===== config.mk =====
export PLATFORM = sky130hd
export DESIGN_NAME = btn_tap_ctrl
export DESIGN_NICKNAME = d
export VERILOG_FILES = /design/src/rtl/btn_tap_pkg.sv /design/src/rtl/btn_filter.sv /design/src/rtl/tap_onehot.sv /design/src/rtl/tap_fsm.sv /design/src/rtl/btn_tap_ctrl.sv
export SDC_FILE = /design/constraint.sdc
export NUM_CORES = 1
export LEC_CHECK = 0
export BUFFER_PORTS_ARGS = -buffer_cell sky130_fd_sc_hd__buf_4
export CAP_MARGIN = 5
export CORE_ASPECT_RATIO = 1.2
export CORE_MARGIN = 2
export CORE_UTILIZATION = 32
export CTS_CLUSTER_DIAMETER = 50
export CTS_CLUSTER_SIZE = 14
export DETAILED_ROUTE_END_ITERATION = 12
export PLACE_DENSITY = 0.55
export SLEW_MARGIN = 25
export SYNTH_ARGS = -nofsm -noshare
export SYNTH_HDL_FRONTEND = slang
export SYNTH_SLANG_ARGS = --single-unit

===== constraint.sdc =====
create_clock -name clk_i -period 5.6 [get_ports clk_i]
set_input_delay 1.12 -clock clk_i [delete_from_list [all_inputs] [get_ports clk_i]]
set_output_delay 1.12 -clock clk_i [all_outputs]
set_load 0.01 [all_outputs]

===== src/rtl/btn_tap_pkg.sv =====
`timescale 1ns/1ps
package btn_tap_pkg;

    typedef enum logic [2:0] {
        ST_IDLE,
        ST_ARM,
        ST_RPT,
        ST_PAIR,
        ST_LOCK,
        ST_SD_HELD,
        ST_SD_IDLE,
        ST_WAKE
    } btn_state_e;

    function automatic int unsigned max_of(input int unsigned a, input int unsigned b);
        return (a > b) ? a : b;
    endfunction

endpackage


===== src/rtl/btn_filter.sv =====
`timescale 1ns/1ps
module btn_filter #(
    parameter int unsigned DEB_CYC = 15000
) (
    input  logic clk_i,
    input  logic rst_ni,
    input  logic raw_ni,
    output logic pressed_o
);
    localparam int unsigned DW = $clog2(DEB_CYC + 1);
    localparam logic [DW-1:0] DEB_LAST = DW'(DEB_CYC - 1);
    localparam logic [DW-1:0] ONE = DW'(1);

    logic [1:0]    sync_q;
    logic [DW-1:0] cnt_q;
    logic          lvl_q;   // debounced level, 1 = released

    // two-flop synchronizer, idle high
    always_ff @(posedge clk_i or negedge rst_ni) begin
        if (!rst_ni) begin
            sync_q <= 2'b11;
        end else begin
            sync_q <= {sync_q[0], raw_ni};
        end
    end

    // level follows the synchronized input only after DEB_CYC stable cycles
    always_ff @(posedge clk_i or negedge rst_ni) begin
        if (!rst_ni) begin
            cnt_q <= '0;
            lvl_q <= 1'b1;
        end else if (sync_q[1] == lvl_q) begin
            cnt_q <= '0;
        end else if (cnt_q == DEB_LAST) begin
            cnt_q <= '0;
            lvl_q <= sync_q[1];
        end else begin
            cnt_q <= cnt_q + ONE;
        end
    end

    assign pressed_o = ~lvl_q;

    // the debounced level only ever moves toward the synchronized input
    a_r1_follow_sync: assert property (@(posedge clk_i) disable iff (!rst_ni)
        !$stable(lvl_q) |-> (lvl_q == $past(sync_q[1])));

endmodule


===== src/rtl/tap_onehot.sv =====
`timescale 1ns/1ps
module tap_onehot #(
    parameter int unsigned TAP_BITS = 5
) (
    input  logic [TAP_BITS-1:0]      idx_i,
    output logic [(1<<TAP_BITS)-1:0] sel_o
);
    localparam int unsigned TAPS = 1 << TAP_BITS;

    for (genvar i = 0; i < TAPS; i++) begin : g_tap
        assign sel_o[i] = (idx_i == TAP_BITS'(i));
    end

    // exactly one line active, at the selected index
    always_comb begin
        a_r10_onehot: assert ($countones(sel_o) == 1 && sel_o[idx_i]);
    end

endmodule


===== src/rtl/tap_fsm.sv =====
`timescale 1ns/1ps
module tap_fsm
    import btn_tap_pkg::*;
#(
    parameter int unsigned TAP_BITS  = 5,
    parameter int unsigned SKEW_CYC  = 15000,
    parameter int unsigned SLOW_CYC  = 250000,
    parameter int unsigned FAST_CYC  = 50000,
    parameter int unsigned MODE_CYC  = 1000000,
    parameter int unsigned SHDN_CYC  = 2000000
) (
    input  logic                clk_i,
    input  logic                rst_ni,
    input  logic                up_i,
    input  logic                dn_i,
    output logic [TAP_BITS-1:0] pos_o,
    output logic                shdn_o
);
    localparam int unsigned LONGEST = max_of(max_of(SHDN_CYC, MODE_CYC), SLOW_CYC) + 1;
    localparam int unsigned TW = $clog2(LONGEST + 1);
    localparam logic [TW-1:0] T_ONE      = TW'(1);
    localparam logic [TW-1:0] SKEW_LAST  = TW'(SKEW_CYC - 1);
    localparam logic [TW-1:0] SLOW_LAST  = TW'(SLOW_CYC - 1);
    localparam logic [TW-1:0] FAST_LAST  = TW'(FAST_CYC - 1);
    localparam logic [TW-1:0] MODE_T     = TW'(MODE_CYC);
    localparam logic [TW-1:0] SHDN_LAST  = TW'(SHDN_CYC - 1);
    localparam logic [TAP_BITS-1:0] P_MAX = '1;
    localparam logic [TAP_BITS-1:0] P_ONE = TAP_BITS'(1);

    btn_state_e          state_q, state_d;
    logic [TW-1:0]       tmr_q, tmr_d;      // hold duration
    logic [TW-1:0]       gap_q, gap_d;      // cycles since last step
    logic                dir_q, dir_d;      // 1 = up
    logic [TAP_BITS-1:0] pos_q;
    logic                step;
    logic                held;
    logic                any_btn;
    logic                both_btn;
    logic [TW-1:0]       ivl_last;

    assign held     = dir_q ? up_i : dn_i;
    assign any_btn  = up_i | dn_i;
    assign both_btn = up_i & dn_i;
    assign ivl_last = (tmr_q >= MODE_T) ? FAST_LAST : SLOW_LAST;

    // next-state and control
    always_comb begin
        state_d = state_q;
        tmr_d   = tmr_q;
        gap_d   = gap_q;
        dir_d   = dir_q;
        step    = 1'b0;
        unique case (state_q)
            ST_IDLE: begin
                tmr_d = '0;
                gap_d = '0;
                if (both_btn) begin
                    state_d = ST_PAIR;
                end else if (any_btn) begin
                    state_d = ST_ARM;
                    dir_d   = up_i;
                end
            end
            ST_ARM: begin
                tmr_d = tmr_q + T_ONE;
                if (both_btn) begin
                    state_d = ST_PAIR;
                    tmr_d   = '0;
                end else if (!held) begin
                    step    = 1'b1;
                    state_d = ST_IDLE;
                end else if (tmr_q == SKEW_LAST) begin
                    step    = 1'b1;
                    gap_d   = '0;
                    state_d = ST_RPT;
                end
            end
            ST_RPT: begin
                tmr_d = (tmr_q >= MODE_T) ? tmr_q : tmr_q + T_ONE;
                gap_d = gap_q + T_ONE;
                if (both_btn) begin
                    state_d = ST_LOCK;
                end else if (!held) begin
                    state_d = ST_IDLE;
                end else if (gap_q >= ivl_last) begin
                    step  = 1'b1;
                    gap_d = '0;
                end
            end
            ST_PAIR: begin
                tmr_d = tmr_q + T_ONE;
                if (!both_btn) begin
                    state_d = ST_LOCK;
                end else if (tmr_q == SHDN_LAST) begin
                    state_d = ST_SD_HELD;
                end
            end
            ST_LOCK: begin
                if (!any_btn) state_d = ST_IDLE;
            end
            ST_SD_HELD: begin
                if (!any_btn) state_d = ST_SD_IDLE;
            end
            ST_SD_IDLE: begin
                if (any_btn) state_d = ST_WAKE;
            end
            ST_WAKE: begin
                if (!any_btn) state_d = ST_IDLE;
            end
            default: state_d = ST_IDLE;
        endcase
    end

    // state register
    always_ff @(posedge clk_i or negedge rst_ni) begin
        if (!rst_ni) begin
            state_q <= ST_IDLE;
            tmr_q   <= '0;
            gap_q   <= '0;
            dir_q   <= 1'b0;
        end else begin
            state_q <= state_d;
            tmr_q   <= tmr_d;
            gap_q   <= gap_d;
            dir_q   <= dir_d;
        end
    end

    // saturating position register
    always_ff @(posedge clk_i or negedge rst_ni) begin
        if (!rst_ni) begin
            pos_q <= '0;
        end else if (step) begin
            if (dir_q) begin
                if (pos_q != P_MAX) pos_q <= pos_q + P_ONE;
            end else begin
                if (pos_q != '0) pos_q <= pos_q - P_ONE;
            end
        end
    end

    // outputs
    always_comb begin
        pos_o  = pos_q;
        shdn_o = 1'b0;
        unique case (state_q)
            ST_SD_HELD, ST_SD_IDLE: shdn_o = 1'b1;
            default:                shdn_o = 1'b0;
        endcase
    end

    // moves by one tap only, never wraps
    a_r3_unit_step: assert property (@(posedge clk_i) disable iff (!rst_ni)
        !$stable(pos_q) |->
            (({1'b0, pos_q} == {1'b0, $past(pos_q)} + 1'b1) ||
             ({1'b0, pos_q} + 1'b1 == {1'b0, $past(pos_q)})));

    // no step while a pair is being timed
    a_r7_pair_frozen: assert property (@(posedge clk_i) disable iff (!rst_ni)
        (state_q == ST_PAIR) |=> $stable(pos_q));

    // nothing moves while locked out
    a_r8_lock_frozen: assert property (@(posedge clk_i) disable iff (!rst_ni)
        (state_q == ST_LOCK) |=> $stable(pos_q));

    // the saved position is untouched through shutdown
    a_r9_shdn_keeps: assert property (@(posedge clk_i) disable iff (!rst_ni)
        (state_q == ST_SD_HELD || state_q == ST_SD_IDLE) |=> $stable(pos_q));

    // the waking press does not step
    a_r11_wake_frozen: assert property (@(posedge clk_i) disable iff (!rst_ni)
        (state_q == ST_WAKE) |=> $stable(pos_q));

    // shutdown is left only through a wake press
    a_r9_exit_via_wake: assert property (@(posedge clk_i) disable iff (!rst_ni)
        $fell(shdn_o) |-> (state_q == ST_WAKE));

endmodule


===== src/rtl/btn_tap_ctrl.sv =====
`timescale 1ns/1ps
module btn_tap_ctrl #(
    parameter int unsigned TAP_BITS = 5,
    parameter int unsigned DEB_CYC  = 15000,
    parameter int unsigned SKEW_CYC = 15000,
    parameter int unsigned SLOW_CYC = 250000,
    parameter int unsigned FAST_CYC = 50000,
    parameter int unsigned MODE_CYC = 1000000,
    parameter int unsigned SHDN_CYC = 2000000
) (
    input  logic                       clk_i,
    input  logic                       rst_ni,
    input  logic                       up_btn_ni,
    input  logic                       dn_btn_ni,
    output logic [TAP_BITS-1:0]        tap_pos_o,
    output logic [(1<<TAP_BITS)-1:0]   tap_sel_o,
    output logic                       top_open_o
);
    localparam int unsigned NBTN = 2;

    logic [NBTN-1:0]     raw_n;
    logic [NBTN-1:0]     pressed;
    logic [TAP_BITS-1:0] saved_pos;
    logic                shdn;

    assign raw_n = {dn_btn_ni, up_btn_ni};

    for (genvar b = 0; b < NBTN; b++) begin : g_btn
        btn_filter #(.DEB_CYC(DEB_CYC)) u_filt (
            .clk_i     (clk_i),
            .rst_ni    (rst_ni),
            .raw_ni    (raw_n[b]),
            .pressed_o (pressed[b])
        );
    end

    tap_fsm #(
        .TAP_BITS (TAP_BITS),
        .SKEW_CYC (SKEW_CYC),
        .SLOW_CYC (SLOW_CYC),
        .FAST_CYC (FAST_CYC),
        .MODE_CYC (MODE_CYC),
        .SHDN_CYC (SHDN_CYC)
    ) u_fsm (
        .clk_i  (clk_i),
        .rst_ni (rst_ni),
        .up_i   (pressed[0]),
        .dn_i   (pressed[1]),
        .pos_o  (saved_pos),
        .shdn_o (shdn)
    );

    assign tap_pos_o  = shdn ? '0 : saved_pos;
    assign top_open_o = shdn;

    tap_onehot #(.TAP_BITS(TAP_BITS)) u_dec (
        .idx_i (tap_pos_o),
        .sel_o (tap_sel_o)
    );

    // a disconnected top always comes with tap zero
    a_r7_open_at_zero: assert property (@(posedge clk_i) disable iff (!rst_ni)
        top_open_o |-> (tap_pos_o == '0 && tap_sel_o[0]));

    // leaving shutdown brings back the saved position
    a_r9_restore: assert property (@(posedge clk_i) disable iff (!rst_ni)
        $fell(top_open_o) |-> (tap_pos_o == saved_pos));

endmodule


Yosys cells after proc, flatten, opt, wreduce, memory -nomap -nowiden

Index checks and enable logic that the tools add are counted.

Bits in latches: 0
Memories kept: 0
Bits in read-only memories: 0
Memory bits (writable): 0
Bits in registers: 85
Output and inout bits: 38
Input bits: 4

Shift-type cells: 0
Div/mod/pow operators: 0
Bitwise operators: 7
Magnitude comparators: 2
$add $sub $neg: 6
Multiplexer cells: 41
Equal/unequal tests: 57
$mul: 0
Reductions and logical operators: 15

Operators by type and width:

| cell                    | count |
|---|---|
| $mux W21                | 8 |
| $pmux W21 S4            | 1 |
| $eq A5 B5 Y1 const B    | 16 |
| $pmux W21 S3            | 1 |
| $mux W14                | 4 |
| $add A21 B1 Y21 const B | 2 |
| $eq A5 B4 Y1 const B    | 8 |
| $mux W3                 | 12 |
| $add A14 B1 Y14 const B | 2 |
| $eq A14 B14 Y1 const B  | 2 |
| $eq A21 B14 Y1 const B  | 1 |
| $eq A21 B21 Y1 const B  | 1 |
| $ge A21 B20 Y1 const B  | 1 |
| $ge A21 B21 Y1          | 1 |
| $pmux W3 S7             | 1 |
| $eq A5 B3 Y1 const B    | 4 |
| $mux W5                 | 4 |
| $mux W18                | 1 |
| $eq A3 B3 Y1 const B    | 4 |
| $eq A5 B2 Y1 const B    | 2 |
| $ne A2 B2 Y1 const B    | 5 |
| $mux W1                 | 8 |
| $reduce_and A7 Y1       | 1 |
| $eq A3 B2 Y1 const B    | 2 |
| other kinds (24)        | 36 |

Longest topological paths before layout

Depth in word-level cells: 8
Gate-level depth with buffers: 14
Gate-level depth less buffers: 11

By module

From an unflattened synthesis, not the netlist that was laid out.

Cell total of the unflattened synthesis: 580
Area, all modules: 5241.3 µm²

By module, submodules not included:

| module       | area an instance (µm²) | sequential area each (µm²) | cells each | times used |
|---|---|---|---|---|
| tap_fsm      | 3404.5                 | 1276.2                     | 380        | 1 |
| btn_filter   | 792.0                  | 429.2                      | 74         | 2 |
| tap_onehot   | 221.5                  | 0.0                        | 47         | 1 |
| btn_tap_ctrl | 31.3                   | 0.0                        | 5          | 1 |

Worst setup path before layout

OpenSTA, ideal clock, no wires.

Kind: reg-to-reg
Start point: register u_fsm.tmr_q[6]
End point: register u_fsm.pos_q[1], in the netlist u_fsm.pos_o[1]
Required time: 5472 ps
Buffers on the path: 1
Arrival: 3259 ps
Stages on the path, launching flop included: 12
Setup time: 128 ps
Path slack: 2213 ps
Cell sequence: dfrtp_1 clkbuf_1 o31ai_1 a311oi_1 or2_2 ha_1 nand4bb_1 or4_1 a221o_1 o41a_2 a211oi_4 mux2_1

Longest elaborated chain between the ends: 8
Elaborated cells on any way between the ends: 12

RTL lines:

| what                                 | line           | text |
|---|---|---|
| from (decl)                          | tap_fsm.sv:31  | `logic [TW-1:0] tmr_q, tmr_d;` |
| from (signal assigned)               | tap_fsm.sv:123 | `tmr_q <= tmr_d;` |
| $ge A21 B20 Y1                       | tap_fsm.sv:44  | `assign ivl_last = (tmr_q >= MODE_T) ? FAST_LAST : SLOW_LAST;` |
| $mux W18                             | tap_fsm.sv:44  |  |
| $ge A21 B21 Y1                       | tap_fsm.sv:85  | `end else if (gap_q >= ivl_last) begin` |
| $mux W1                              | tap_fsm.sv:85  |  |
| $mux W1                              | tap_fsm.sv:83  | `end else if (!held) begin` |
| $mux W1                              | tap_fsm.sv:81  | `if (both_btn) begin` |
| $pmux W1 S2 *                        | tap_fsm.sv:53  | `unique case (state_q)` |
| $reduce_and A3 Y1 (no source line) * | n/a            |  |
| to (signal assigned)                 | tap_fsm.sv:135 | `if (pos_q != P_MAX) pos_q <= pos_q + P_ONE;` |
| to (signal assigned)                 | tap_fsm.sv:137 | `if (pos_q != '0) pos_q <= pos_q - P_ONE;` |
| to (decl)                            | tap_fsm.sv:34  | `logic [TAP_BITS-1:0] pos_q;` |

Mark *: on every way between the ends. The rest lies on a longest branch, timed or not.
A chain may end at the register's enable or synchronous reset.

Final worst setup path

Start point: register u_fsm.state_q[0]
End point: output port tap_sel_o[24]

Longest elaborated chain between the ends: 5
Elaborated cells on any way between the ends: 6

RTL lines:

| what                   | line               | text |
|---|---|---|
| from (decl)            | tap_fsm.sv:30      | `btn_state_e state_q, state_d;` |
| from (signal assigned) | tap_fsm.sv:122     | `state_q <= state_d;` |
| $eq A3 B3 Y1           | tap_fsm.sv:146     | `unique case (state_q)` |
| $reduce_or A2 Y1 *     | tap_fsm.sv:146     |  |
| $mux W1 *              | tap_fsm.sv:146     |  |
| $mux W5 *              | btn_tap_ctrl.sv:53 | `assign tap_pos_o = shdn ? '0 : saved_pos;` |
| $eq A5 B5 Y1 *         | tap_onehot.sv:11   | `assign sel_o[i] = (idx_i == TAP_BITS'(i));` |
| to (decl)              | btn_tap_ctrl.sv:16 | `output logic [(1<<TAP_BITS)-1:0] tap_sel_o,` |

Marked as above.

==> impl_metrics.json <==
{
  "layout-area-overhead-vs-synth_pct": 15.2,
  "synth_edf_count": 0,
  "cts_tree": "yes",
  "synth_top_area_share": 0.385,
  "timing.critical_path.arrival_ns": 3.10,
  "dpl.hpwl_mm": 8.23,
  "nets": 637,
  "total_leakage_power_nw": 2.55,
  "die_area_um2": 17100,
  "synth_ff_type": "dfrtp_1",
  "vdd.ir_drop.worst_uv": 139,
  "critPathBufInv": 1,
  "synth_top_area_cell": "dfrtp_1",
  "routabilityCongestion": 0.850,
  "cts.repair.resized": 0,
  "die_width_um": 120,
  "grt_pass1_wl_mm": 20.3,
  "ys_async_sr_fraction": 1.00,
  "cts.sink_count": 85,
  "post_cts_buffers": 0,
  "h_tree_levels": 3,
  "cp_top_family": "simple AND/OR/NAND/NOR gates",
  "setup_viol_count_final": 0,
  "io_buffers": 41,
  "yosysUniqueCellTypes": 57,
  "max_freq_mhz": 237,
  "drt-initial-drc-count": 205,
  "nFillCells": 1605,
  "yosysSeqAreaShare": 0.416,
  "route.final.wire_length_mm": 11.7,
  "post_route_cells_drive_above_1_share": 0.124,
  "postSynthNetCount": 605,
  "fp.dieH_um": 143,
  "insertedDiodeCount": 0,
  "timing.max_cap.violations": 0,
  "worst_skew_pair.late_latency_ns": 0.35,
  "timing.slew.headroom": 0.399,
  "critPathKind": "flop to primary output",
  "fin_hold_ws_ns": 0.348,
  "crit_path_max_delay_cell_type": "o21ai_0",
  "period_minus_ws_final_ns": 4.22,
  "outcome": "finished clean",
  "holdBufCountCts": 0,
  "setup.worst_path.end_class": "primary output",
  "period_utilization_post_route": 0.753,
  "area.sequential_um2": 2130,
  "global_route.overflow_total": 0,
  "cp_slowest_stage_delay_ns": 0.75,
  "floorplan.rows": 50,
  "mostFrequentLayoutCells": "94 x nor2_1, 79 x dfrtp_1, 48 x nand2_1",
  "grt.total_usage": 0.145,
  "maximum_number_of_pins_on_one_net_before_global_route_repair": 51,
  "vias": 4384,
  "mappedNetlistArea_um2": 5130,
  "via_count_of_the_first_global_routing_pass": 4229,
  "multiInputGateArea_um2": 2860,
  "final_hold_viol_count": 0,
  "maxSlewViolCount": 0,
  "cp_data_required_time_ns": 4.48,
  "cp_cell_sequence": "nor2b_1 -> o21ai_0 -> nand2_1 -> or2_2 -> nor4_1 -> buf_4",
  "remaining_drc_errors": 0,
  "setup-tns-final_ns": 0,
  "coreArea_um2": 15600,
  "synth.yosys.warnings": 0,
  "drtAntennaViolNets": 0,
  "post_synth.cell_area_avg_um2": 8.77,
  "floorplan.initialDensity": 0.328,
  "worstMarginPinSlew_ns": 0.892,
  "critical_path.startpoint_type": "flop",
  "pin_count": 42,
  "number_of_antenna_violations_at_the_first_check_in_global_routing": 0,
  "synth_seq_cells": 85,
  "cts_root_buf": "clkbuf_16",
  "total_power_divided_by_cell_area_nw_per_um2": 204,
  "crit_path_max_fanout": 19,
  "ys_top_cells_by_area": "dfrtp_1 39%, nor2_1 6.9%, xor2_1 5.6%, nand3_1 3.9%, ha_1 3.7%",
  "grt_setup_unrepaired": "false",
  "timing.clock.skew_ns": 0.00801,
  "routedWlPerCell_um": 14.1,
  "via_per_inst": 5.28,
  "cts_max_path_buffers": 2,
  "cts_made_buffers": 9,
  "syn-instance-count": 585,
  "clock_pin_transition_on_the_worst_setup_and_hold_timing_paths_ns": 0.07,
  "timing.hold.worst.class": "flop to flop",
  "layout.cells.most_common": "nor2_1",
  "firstDrtPassIters": 4
}
==> flip-flops by register name, summed over array words and instances, names as in the netlist <==
register / cells
g_btn.u_filt.lvl_q: 2
u_fsm.pos_o: 5
g_btn.u_filt.cnt_q: 28
u_fsm.state_q: 3
u_fsm.gap_q: 21
u_fsm.dir_q: 1
g_btn.u_filt.sync_q: 4
u_fsm.tmr_q: 21
==> cell type report <==
type                       count  share of cell area
clock inverter                 7             0.00847
tap                          208              0.0440
sequential                    85               0.361
inverter                      11             0.00699
clock buffer                   9              0.0381
multi-input combinational    465               0.484
timing repair buffer          45              0.0572
==> synth_stat cells (2+ instances only) <==
master    instances
nor2b_1           5
mux2_2            2
dfstp_2           6
o211a_1           2
nor3b_1           3
a21oi_1          20
or3_1             8
a22o_1            4
a41oi_1           5
a31oi_1           9
o21ai_0          20
nor4_1           13
nand3b_1          6
or2_2             3
mux2_1            3
xor2_1           33
nand2_1          48
nand3_1          40
nand2b_1         10
o211ai_1          2
nor4b_1           2
a211oi_1          2
and3_1           15
a221o_1           3
o31ai_1           3
a21o_1            6
nor4bb_1          5
and2_1            6
nand4_1          19
inv_1            11
nand4b_1          4
dfrtp_1          79
buf_2             3
ha_1             15
or4_1             3
clkbuf_1         20
mux2i_1           3
xnor2_1          16
nor2_1           94
o22ai_1           2
nor3_1           16
==> logic make-up after synthesis <==
family | count (synthesis) | share of synthesized area
AO/OA/AOI/OAI | 89 | 0.118
buffers and inverters | 35 | 0.0263
flip-flops | 85 | 0.416
XOR/XNOR | 49 | 0.0837
adder cells (fa/ha/maj) | 16 | 0.0405
multiplexers | 8 | 0.0168
AND/OR/NAND/NOR | 303 | 0.298
==> per-stage QoR <==
stage                util  setup slack, ns  power [mW]  cell area (um^2)  std cells
detailed placement  0.360             1.76       0.659              5630        814
CTS                 0.378             1.37        1.22              5910        830
global route        0.378             1.10        1.25              5910        830
floorplan               -             2.21       0.642              5130        585
global placement    0.360             1.80       0.659              5630        814
finish              0.378             1.38        1.20              5910        830
==> final timing paths <==
path,startpoint,to,slack (ns),cells past startpoint
setup / recovery,u_fsm.state_q[0]$_DFFE_PN0P_,tap_sel_o[24],1.38,6
hold / removal,g_btn[0].u_filt.sync_q[0]$_DFF_PN1_,g_btn[0].u_filt.sync_q[1]$_DFF_PN1_,0.35,0
setup reg to reg,u_fsm.tmr_q[13]$_DFFE_PN0P_,u_fsm.gap_q[13]$_DFFE_PN0P_,1.78,10
hold reg to reg,g_btn[0].u_filt.sync_q[0]$_DFF_PN1_,g_btn[0].u_filt.sync_q[1]$_DFF_PN1_,0.35,0
max in group asynchronous,rst_ni,u_fsm.tmr_q[19]$_DFFE_PN0P_,3.88,2
min in group asynchronous,rst_ni,g_btn[1].u_filt.cnt_q[2]$_DFF_PN0_,0.71,1
==> report_power, final <==
group	internal [mW]	switching (mW)
clock	0.302	0.256
sequential	0.620	0.00367
combinational	0.00550	0.0172
total	0.927	0.277
==> layer usage <==
metal	GRT usage	wire length, um
met1	0.180	5340
met2	0.247	5740
met3	0.0339	510
met4	0.0539	142
met5	0	0
==> worst register-to-register path, cell delays in order, from the launching register on <==
cell and delay [ns]:
dfrtp_1 0.46, nor3_1 0.30, a311oi_1 0.15, or2_2 0.37, ha_1 0.33, nand4bb_1 0.13, or4_1 0.53, a221o_1 0.40
o211a_1 0.45, and3_1 0.34, a221o_1 0.25
Note: power is estimated with default switching activity, not from simulation.
